## src/rtl/stk_pkg.sv

```systemverilog
package stk_pkg;

    typedef enum logic [2:0] {
        OP_PUSH = 3'd0,
        OP_POP  = 3'd1,
        OP_CALL = 3'd2,
        OP_RET  = 3'd3,
        OP_SPLD = 3'd4,
        OP_SPRD = 3'd5
    } stk_op_e;

    function automatic logic op_legal(input logic [2:0] code);
        return code <= 3'd5;
    endfunction

    function automatic logic op_writes(input stk_op_e op);
        return (op == OP_PUSH) || (op == OP_CALL);
    endfunction

    function automatic logic op_reads(input stk_op_e op);
        return (op == OP_POP) || (op == OP_RET);
    endfunction

endpackage

```

## src/rtl/stk_seq.sv

```systemverilog
module stk_seq
    import stk_pkg::*;
#(
    parameter int REG_CYC  = 4,
    parameter int SUB_CYC  = 6,
    parameter int XFER_CYC = 2
) (
    input  logic       clk,
    input  logic       rst_n,
    input  logic       op_valid_i,
    input  logic [2:0] op_code_i,
    output logic       accept_o,
    output stk_op_e    op_o,
    output logic       lo_o,
    output logic       hi_o,
    output logic       done_o
);

    localparam int MAX_AB = (REG_CYC > SUB_CYC) ? REG_CYC : SUB_CYC;
    localparam int MAX_C  = (MAX_AB > XFER_CYC) ? MAX_AB : XFER_CYC;
    localparam int PHW    = $clog2(MAX_C + 1);

    typedef struct packed {
        logic           busy;
        stk_op_e        op;
        logic [PHW-1:0] phase;
    } seq_t;

    seq_t s_q, s_d;
    logic [PHW-1:0] len;
    logic           mem_op;

    always_comb begin
        case (s_q.op)
            OP_PUSH, OP_POP: len = PHW'(REG_CYC);
            OP_CALL, OP_RET: len = PHW'(SUB_CYC);
            default:         len = PHW'(XFER_CYC);
        endcase
        mem_op   = op_writes(s_q.op) || op_reads(s_q.op);
        done_o   = s_q.busy && (s_q.phase == len);
        accept_o = op_valid_i && !s_q.busy && op_legal(op_code_i);
        lo_o     = s_q.busy && mem_op && (s_q.phase == PHW'(2));
        hi_o     = s_q.busy && mem_op && (s_q.phase == PHW'(3));
        op_o     = s_q.op;

        s_d = s_q;
        if (accept_o) begin
            s_d.busy  = 1'b1;
            s_d.op    = stk_op_e'(op_code_i);
            s_d.phase = PHW'(2);
        end else if (s_q.busy) begin
            if (done_o) s_d.busy = 1'b0;
            else        s_d.phase = s_q.phase + PHW'(1);
        end
    end

    always_ff @(posedge clk) begin
        if (!rst_n) s_q <= '{busy: 1'b0, op: OP_PUSH, phase: '0};
        else        s_q <= s_d;
    end

    assert_done_pulse_R10: assert property (@(posedge clk) disable iff (!rst_n)
        done_o |=> !done_o);

    assert_busy_ignore_R9: assert property (@(posedge clk) disable iff (!rst_n)
        (s_q.busy && !done_o) |=> (s_q.busy && s_q.op == $past(s_q.op)));

    assert_hi_after_lo_R2: assert property (@(posedge clk) disable iff (!rst_n)
        hi_o |-> $past(lo_o));

endmodule

```

## src/rtl/stk_ptr.sv

```systemverilog
module stk_ptr
    import stk_pkg::*;
#(
    parameter int AW = 8
) (
    input  logic          clk,
    input  logic          rst_n,
    input  logic          accept_i,
    input  stk_op_e       new_op_i,
    input  logic [AW-1:0] ld_val_i,
    input  logic          inc_i,
    input  logic          hi_sel_i,
    output logic [AW-1:0] sp_o,
    output logic [AW-1:0] addr_o
);

    localparam logic [AW-1:0] STEP = AW'(2);

    typedef struct packed {
        logic [AW-1:0] sp;
    } ptr_t;

    ptr_t p_q, p_d;

    always_comb begin
        p_d = p_q;
        if (accept_i) begin
            case (new_op_i)
                OP_PUSH, OP_CALL: p_d.sp = p_q.sp - STEP;
                OP_SPLD:          p_d.sp = ld_val_i;
                default:          p_d.sp = p_q.sp;
            endcase
        end else if (inc_i) begin
            p_d.sp = p_q.sp + STEP;
        end
        sp_o   = p_q.sp;
        addr_o = p_q.sp + AW'(hi_sel_i);
    end

    always_ff @(posedge clk) begin
        if (!rst_n) p_q <= '{sp: '0};
        else        p_q <= p_d;
    end

    assert_push_dec_R2: assert property (@(posedge clk) disable iff (!rst_n)
        (accept_i && (new_op_i == OP_PUSH || new_op_i == OP_CALL))
        |=> (p_q.sp == $past(p_q.sp) - STEP));

    assert_pop_inc_R3: assert property (@(posedge clk) disable iff (!rst_n)
        inc_i |=> (p_q.sp == $past(p_q.sp) + STEP));

endmodule

```

## src/rtl/stk_lane.sv

```systemverilog
module stk_lane
    import stk_pkg::*;
#(
    parameter int DW = 16,
    parameter int AW = 8
) (
    input  logic          clk,
    input  logic          rst_n,
    input  logic          accept_i,
    input  stk_op_e       new_op_i,
    input  logic [DW-1:0] wr_data_i,
    input  stk_op_e       cur_op_i,
    input  logic          lo_i,
    input  logic          hi_i,
    input  logic [DW/2-1:0] rdata_i,
    input  logic [AW-1:0] sp_i,
    output logic          mem_we_o,
    output logic [DW/2-1:0] mem_wdata_o,
    output logic [DW-1:0] result_o
);

    localparam int BW = DW / 2;

    typedef struct packed {
        logic [DW-1:0] hold;
        logic [DW-1:0] result;
    } lane_t;

    lane_t l_q, l_d;
    logic  rd_op;

    always_comb begin
        rd_op = op_reads(cur_op_i);
        l_d   = l_q;
        if (accept_i) begin
            l_d.hold = wr_data_i;
            if (new_op_i == OP_SPRD) l_d.result = DW'(sp_i);
        end else if (rd_op && lo_i) begin
            l_d.hold[BW-1:0] = rdata_i;
        end else if (rd_op && hi_i) begin
            l_d.result = {rdata_i, l_q.hold[BW-1:0]};
        end
        mem_we_o    = op_writes(cur_op_i) && (lo_i || hi_i);
        mem_wdata_o = hi_i ? l_q.hold[DW-1:BW] : l_q.hold[BW-1:0];
        result_o    = l_q.result;
    end

    always_ff @(posedge clk) begin
        if (!rst_n) l_q <= '{hold: '0, result: '0};
        else        l_q <= l_d;
    end

    assert_we_pair_R2: assert property (@(posedge clk) disable iff (!rst_n)
        (mem_we_o && hi_i) |-> $past(mem_we_o));

    assert_result_hold_R10: assert property (@(posedge clk) disable iff (!rst_n)
        (!accept_i && !(rd_op && hi_i)) |=> $stable(l_q.result));

endmodule

```

## src/rtl/byte_stack_unit.sv

```systemverilog
module byte_stack_unit
    import stk_pkg::*;
#(
    parameter int DATA_W      = 16,
    parameter int ADDR_W      = 16,
    parameter int PAGE_W      = 8,
    parameter int PUSH_CYCLES = 4,
    parameter int CALL_CYCLES = 6,
    parameter int XFER_CYCLES = 2
) (
    input  logic              clk,
    input  logic              rst_n,
    input  logic              op_valid,
    input  logic [2:0]        op_code,
    input  logic [DATA_W-1:0] wr_data,
    output logic [DATA_W-1:0] rd_data,
    output logic [ADDR_W-1:0] sp,
    output logic              done,
    output logic [ADDR_W-1:0] mem_addr,
    output logic [DATA_W/2-1:0] mem_wdata,
    output logic              mem_we,
    input  logic [DATA_W/2-1:0] mem_rdata
);

    logic          accept, lo, hi;
    stk_op_e       cur_op, new_op;
    logic [PAGE_W-1:0] sp_page, addr_page;

    assign new_op = stk_op_e'(op_code);

    stk_seq #(
        .REG_CYC (PUSH_CYCLES),
        .SUB_CYC (CALL_CYCLES),
        .XFER_CYC(XFER_CYCLES)
    ) u_seq (
        .clk       (clk),
        .rst_n     (rst_n),
        .op_valid_i(op_valid),
        .op_code_i (op_code),
        .accept_o  (accept),
        .op_o      (cur_op),
        .lo_o      (lo),
        .hi_o      (hi),
        .done_o    (done)
    );

    stk_ptr #(.AW(PAGE_W)) u_ptr (
        .clk     (clk),
        .rst_n   (rst_n),
        .accept_i(accept),
        .new_op_i(new_op),
        .ld_val_i(wr_data[PAGE_W-1:0]),
        .inc_i   (hi && op_reads(cur_op)),
        .hi_sel_i(hi),
        .sp_o    (sp_page),
        .addr_o  (addr_page)
    );

    stk_lane #(.DW(DATA_W), .AW(PAGE_W)) u_lane (
        .clk        (clk),
        .rst_n      (rst_n),
        .accept_i   (accept),
        .new_op_i   (new_op),
        .wr_data_i  (wr_data),
        .cur_op_i   (cur_op),
        .lo_i       (lo),
        .hi_i       (hi),
        .rdata_i    (mem_rdata),
        .sp_i       (sp_page),
        .mem_we_o   (mem_we),
        .mem_wdata_o(mem_wdata),
        .result_o   (rd_data)
    );

    assign sp       = ADDR_W'(sp_page);
    assign mem_addr = ADDR_W'(addr_page);

endmodule

```

## config.mk

```make
export PLATFORM = sky130hd
export DESIGN_NAME = byte_stack_unit
export DESIGN_NICKNAME = d
export VERILOG_FILES = /design/src/rtl/stk_pkg.sv /design/src/rtl/stk_seq.sv /design/src/rtl/stk_ptr.sv /design/src/rtl/stk_lane.sv /design/src/rtl/byte_stack_unit.sv
export SDC_FILE = /design/constraint.sdc
export NUM_CORES = 1
export LEC_CHECK = 0
export BUFFER_PORTS_ARGS = -buffer_cell sky130_fd_sc_hd__buf_2
export CORE_ASPECT_RATIO = 0.9
export CORE_MARGIN = 4
export CORE_UTILIZATION = 45
export CTS_CLUSTER_DIAMETER = 30
export DETAILED_ROUTE_END_ITERATION = 12
export PLACE_DENSITY = 0.73
export RECOVER_POWER = 100
export SYNTH_ARGS = -nofsm -noshare
export SYNTH_HDL_FRONTEND = slang
export SYNTH_HIERARCHICAL = 1
export SYNTH_SLANG_ARGS = --single-unit
```

## constraint.sdc

```tcl
create_clock -name clk -period 2.4 [get_ports clk]
set_input_delay 0 -clock clk [delete_from_list [all_inputs] [get_ports clk]]
set_output_delay 0 -clock clk [all_outputs]
set_load 0.02 [all_outputs]
```

# --- After elaboration in Yosys (flattened, before gate mapping) ---
# Index checks and enable logic that the tools add are counted.
op_classes:
  n_addsub: 4
  mul: 0
  div: 0
  magnitude_cmp: 1
  eq_ne: 13
  shifts: 0
  mux: 16
  n_bitwise: 2
  reduce_logical: 27
ops:
  columns: ["cell", "n"]
  rows:
  - ["two-way mux 16 bit", 3]
  - ["two-way mux 8 bit", 4]
  - ["two-way mux 24 bit", 1]
  - ["case mux 8 bit (2 select lines)", 1]
  - ["equality test 3 x 2 -> 1 bit (second input constant)", 5]
  - ["logical AND 1 bit", 9]
  - ["adder 8 x 1 -> 8 bit", 1]
  - ["adder 8 x 2 -> 8 bit (second input constant)", 1]
  - ["OR reduction 2 bit", 4]
  - ["subtractor 8 x 2 -> 8 bit (second input constant)", 1]
  - ["equality test 3 bit (second input constant)", 2]
  - ["logical NOT 3 bit", 2]
  - ["two-way mux 2 bit", 3]
  - ["case mux 3 bit (2 select lines)", 1]
  - ["AND reduction 2 bit", 3]
  - ["nonzero test 2 bit", 3]
  - ["logical OR 1 bit", 4]
  - ["inequality test 2 x 1 -> 1 bit (second input constant)", 2]
  - ["adder 3 x 1 -> 3 bit (second input constant)", 1]
  - ["equality test 3 x 1 -> 1 bit (second input constant)", 1]
  - ["equality test 3 bit", 1]
  - ["<= comparator 3 bit (second input constant)", 1]
  - ["two-way mux 1 bit", 3]
  - ["inequality test 3 x 1 -> 1 bit (second input constant)", 1]
  - ["other kinds (4)", 5]
word_totals:
  reg_bits: 47
  latchBits: 0
  ram_bits: 0
  romBits: 0
  in_bits: 30
  output_inout_bits: 58
  wordCells: 71
  n_memories: 0

# --- Longest topological paths before layout ---
logic_depth:
  ltp_word: 9
  depth_mapped: 9
  ltp_nobuf: 8

# --- By module ---
# Netlist, hierarchy kept.
modules_own_cells:
  columns: ["module", "n_inst", "cells_per_inst", "area_each_um2", "seq_area_each_um2"]
  rows:
  - ["stk_lane", 1, 174, 1677.9, 640.6]
  - ["stk_ptr", 1, 103, 818.3, 160.2]
  - ["stk_seq", 1, 51, 446.7, 140.1]
  - ["byte_stack_unit", 1, 18, 132.6, 0.0]

# --- Worst setup path after synthesis ---
# No wires, ideal clock.
synth_path:
  path_type: "flip-flop to flip-flop"
  from: "register u_seq/s_q[1] (netlist name)"
  to: "register u_ptr.p_q (netlist bit u_ptr/sp_o[6])"
  setup_time_ns: 0.119
  t_arrival_ns: 2.098
  required_time_ns: 2.281
  path_slack_ns: 0.184
  path_stages_with_launch: 9
  n_path_buf: 0
  path_cell_list: "dfxtp_1 -> ha_1 -> ha_1 -> nor3b_1 -> and3b_1 -> nor2b_1 -> o22ai_1 -> o31a_1 -> o221a_2"
synth_between:
  elab_chain_cells: 5
synth_rtl:
  columns: ["item", "line_no", "text"]
  rows:
  - ["start: declaration", "stk_seq.sv:29", "seq_t s_q, s_d;"]
  - ["start signal: assignment", "stk_seq.sv:58", "if (!rst_n) s_q <= '{busy: 1'b0, op: OP_PUSH, phase: '0};"]
  - ["equality test 3 x 2 -> 1 bit", "stk_seq.sv:43", "hi_o = s_q.busy && mem_op && (s_q.phase == PHW'(3));"]
  - ["logical AND 1 bit", "stk_seq.sv:43", null]
  - ["named net hi", "byte_stack_unit.sv:25", "logic accept, lo, hi;"]
  - ["logical AND 1 bit", "byte_stack_unit.sv:53", ".inc_i (hi && op_reads(cur_op)),"]
  - ["nonzero test 2 bit (no line)", null, null]
  - ["AND reduction 2 bit (no line)", null, null]
  - ["end signal: assignment", "stk_ptr.sv:41", "if (!rst_n) p_q <= '{sp: '0};"]
  - ["end signal: assignment", "stk_ptr.sv:42", "else p_q <= p_d;"]
  - ["end: declaration", "stk_ptr.sv:23", "ptr_t p_q, p_d;"]
# The timed path passes the listed nets, and every way through them passes these cells.
# A chain may end at the register's enable or synchronous reset.

# --- Final worst setup path ---
layout_path:
  from: "register u_seq/s_q[0] (netlist name)"
  to: "output port mem_addr[6]"
layout_between:
  elab_chain_cells: 3
layout_rtl:
  columns: ["item", "line_no", "text"]
  rows:
  - ["equality test 3 x 2 -> 1 bit", "stk_seq.sv:43", null]
  - ["logical AND 1 bit", "stk_seq.sv:43", null]
  - ["named net hi", "byte_stack_unit.sv:25", null]
  - ["adder 8 x 1 -> 8 bit", "stk_ptr.sv:37", "addr_o = p_q.sp + AW'(hi_sel_i);"]
  - ["end: declaration", "byte_stack_unit.sv:19", "output logic [ADDR_W-1:0] mem_addr,"]
# The timed path passes the listed nets, and every way through them passes these cells.

==> summary.md <==
| Metric | Value |
|---|---|
| Final cycle utilization of the critical path | `0.9534` |
| Root cell of the clock tree | `sky130_fd_sc_hd__clkbuf_8` |
| Buffer depth of the longest clock path | `2` |
| Switching power share of the total | `0.3028` |
| Clock sinks | `47` |
| Slew of the pin with the lowest slew margin | `660.2 ps` |
| Critical Setup Path Class | `reg2out` |
| Reg power frac | `0.470` |
| Largest clock skew in the final design | `10.39 ps` |
| Int Power | `1295 uW` |
| Final setup viols | `0` |
| DRC violations left | `0` |
| Seq. cell area | `945.9 um^2` |
| Remaining antenna violation count | `0` |
| Cell count of the worst hold path | `3` |
| Number of standard-cell rows in the floorplan | `28` |
| Wire length of the first global-routing pass | `12460 um` |
| R2r worst-path depth | `8` |
| Number of inserted filler cells in the final layout | `665` |
| Cell mode on critical path | `sky130_fd_sc_hd__ha_1` |
| Height of the chip | `86.33 um` |
| Clock Latency Late Sink | `300 ps` |
| I/O Pins | `88` |
| Worst min-delay path category | `in2reg` |
| Maximum clock frequency | `437.1 MHz` |
| X dimension of the die | `95.04 um` |
| Reg-to-reg startpoint | `u_seq/s_q[6]$_SDFF_PN0_` |
| Slowest stage cell on the critical path | `sky130_fd_sc_hd__dfxtp_2` |
| Net switching power | `562.7 uW` |
| R2R Setup Slk | `160 ps` |
| Number of warnings issued by yosys | `6` |
| CP Max Fanout | `7` |
| Power Density | `531.1 nW/um^2` |
| Hold Path Sink | `u_lane/result_o[14]$_SDFFE_PN0P_` |
| Deepest level of the CTS H-tree | `2` |
| Syn Inst Count | `345` |
| Initial standard-cell utilization of the core | `0.4658` |
| Drt total wl | `7939 um` |
| Share of cells above drive strength 1 | `0.1970` |
| Clock share of power | `0.317` |
| Avg Synthesized Cell Area | `8.893 um^2` |
| Detailed-route wire length per cell | `16.01 um` |
| Worst Setup Slack post-DPL | `61.49 ps` |
| Port-buffer cells | `71` |
| Vias in the first global route | `2471` |
| Drt first-iter violations | `108` |
| Synth Cell Area | `3068 um^2` |
| Overall Power | `1858 uW` |
| Time the final worst path needs with I/O delays and setup | `2288 ps` |
| Router iterations before antenna repair | `4` |
| Final Wtd Congestion | `0.8568` |
| Final global-route overflow total | `0` |
| Status | `finished clean` |
| Die footprint | `8204 um^2` |
| Pin count of the biggest net entering global routing | `40` |
| Post-DP Area | `3301 um^2` |
| Biggest cell delay along the critical path | `390 ps` |
| Leakage power | `0.001380 uW` |
| Critical Path End Type | `output pin` |
| Launching element type of the critical path | `flop` |
| Layout-stage area growth over the synthesis result | `14.03%` |
| Worst-path cell chain | `ha_1, ha_1, nor3b_4, ha_2, ha_1, and3_2, nand3_1, xnor2_1, buf_2` |
| Arrival time of the worst setup path | `2290 ps` |
| CTS tree | `done` |
| Clock transition at path regs | `90 ps` |
| Setup total negative slack | `0 ps` |
| Max capacitance violation total | `0` |
| RSZ-0062 raised after global routing | `no` |
| Combinational share of power | `0.213` |
| Total core area | `6586 um^2` |
| Max-slew headroom at the worst pin | `0.5599` |
| Routed via count | `2763` |
| WP data required | `2400 ps` |
| Number of endpoints with negative hold slack in the final report | `0` |
| Clock buffers created by TritonCTS | `5` |
| Final Max Tran Viols | `0` |
| Multi-input combinational cell area | `1784 um^2` |
| GRT Resource Usage Total | `0.1909` |
| Count of antenna diodes in the layout | `0` |
| Source of the worst hold timing path | `mem_rdata[6]` |
| Number of vias per cell after detailed routing | `5.571` |
| Layout Nets | `442` |
| HPWL after detailed placement | `5718 um` |
| Final critical-path setup slack | `112.0 ps` |
| Design area | `3498 um^2` |
| Initial antenna violation count | `0` |
| Endpoint of the worst register-to-register path | `u_ptr/sp_o[7]$_SDFFE_PN0P_` |
| Peak supply drop | `0.2611 mV` |
==> area by class of cell <==
type | count | share of cell area
Sequential cell | 47 | 0.2704
Multi-Input combinational cell | 247 | 0.5100
Clock inverter | 3 | 0.01252
Tap cell | 90 | 0.03219
Inverter | 9 | 0.009657
Clock buffer | 5 | 0.01967
Timing Repair Buffer | 95 | 0.1456
==> registers in the layout, indices dropped and copies added (netlist names) <==
register / flops
u_seq/s_q: 4
u_seq/op_o: 3
u_lane/result_o: 16
u_ptr/sp_o: 8
u_lane/l_q: 16
==> layout by cell type (no fill, tap or decap), types with 6 or more instances in the layout <==
master / instances
sky130_fd_sc_hd__conb_1: 16
sky130_fd_sc_hd__dfxtp_1: 45
sky130_fd_sc_hd__o21ai_0: 20
sky130_fd_sc_hd__buf_2: 34
sky130_fd_sc_hd__inv_1: 8
sky130_fd_sc_hd__a21boi_0: 9
sky130_fd_sc_hd__a21oi_1: 17
sky130_fd_sc_hd__mux2_2: 8
sky130_fd_sc_hd__mux2i_1: 25
sky130_fd_sc_hd__or2_2: 6
sky130_fd_sc_hd__dlygate4sd3_1: 12
sky130_fd_sc_hd__clkbuf_1: 39
sky130_fd_sc_hd__o211ai_1: 18
sky130_fd_sc_hd__ha_1: 6
sky130_fd_sc_hd__buf_4: 8
sky130_fd_sc_hd__nor2b_1: 12
sky130_fd_sc_hd__nand2_1: 17
sky130_fd_sc_hd__nand3b_1: 10
sky130_fd_sc_hd__nor2_1: 6
==> through the flow <==
| stage | std cells | hold WS, ps | utilization |
|---|---|---|---|
| 2_1_floorplan | 360 | 117.6 | - |
| 6_report | 496 | 4.928 | 0.5312 |
| 4_1_cts | 493 | 0.7149 | 0.5372 |
| 3_5_place_dp | 473 | 271.7 | 0.5011 |
| 3_3_place_gp | 473 | 264.7 | 0.5011 |
| 5_1_grt | 496 | 9.712 | 0.5312 |
==> worst max-delay path by stage <==
| stage | startpoint | endpoint | slack (ps) | cells after the start |
|---|---|---|---|---|
| detailed placement | u_seq/s_q[1]$_SDFFE_PN0P_ | u_ptr/sp_o[6]$_SDFFE_PN0P_ | 60 | 8 |
| floorplan | u_seq/s_q[1]$_SDFFE_PN0P_ | u_ptr/sp_o[6]$_SDFFE_PN0P_ | 180 | 8 |
| CTS | u_seq/s_q[1]$_SDFFE_PN0P_ | mem_addr[6] | 30 | 9 |
| global placement | u_seq/s_q[1]$_SDFFE_PN0P_ | u_ptr/sp_o[6]$_SDFFE_PN0P_ | 240 | 8 |
| global route | u_seq/s_q[1]$_SDFFE_PN0P_ | mem_addr[6] | 8 | 9 |
| finish | u_seq/s_q[0]$_SDFFE_PP0P_ | mem_addr[6] | 110 | 9 |
==> what timing repair did <==
action,in CTS,in global routing
buffers inserted,0,3
endpoints found under the hold margin,12,0
resized for setup,3,2
pin swaps,0,0
hold buffers,12,0
setup endpoints to repair,1,3
==> per-layer routing <==
metal | vias up | wire length [um] | global-route usage | part of all wire
li1 | 1330 | - | - | -
met1 | 1327 | 3729 | 0.2820 | 0.47
met2 | 94 | 3567 | 0.2855 | 0.45
met3 | 12 | 502 | 0.03212 | 0.063
met4 | 0 | 139 | 0.05374 | 0.018
met5 | - | 0 | 0 | 0
==> power groups by stage <==
| stage | clock network (uW) | logic [uW] | registers (uW) |
|---|---|---|---|
| after floorplan | 0 | 305 | 872 |
| after global placement | 0 | 380 | 887 |
| after detailed placement | 0 | 386 | 891 |
| after CTS | 597 | 403 | 873 |
| after global routing | 639 | 430 | 882 |
| final | 588 | 396 | 874 |
==> critical path, delay by kind of cell, from the launching register on <==
kind | cells | cell delay, ps
fa+ha+maj | 4 | 740
simple gates | 3 | 520
buf+inv | 1 | 180
xor+xnor | 1 | 160
flops | 1 | 390
No activity file was read; power rests on OpenSTA's default activity.
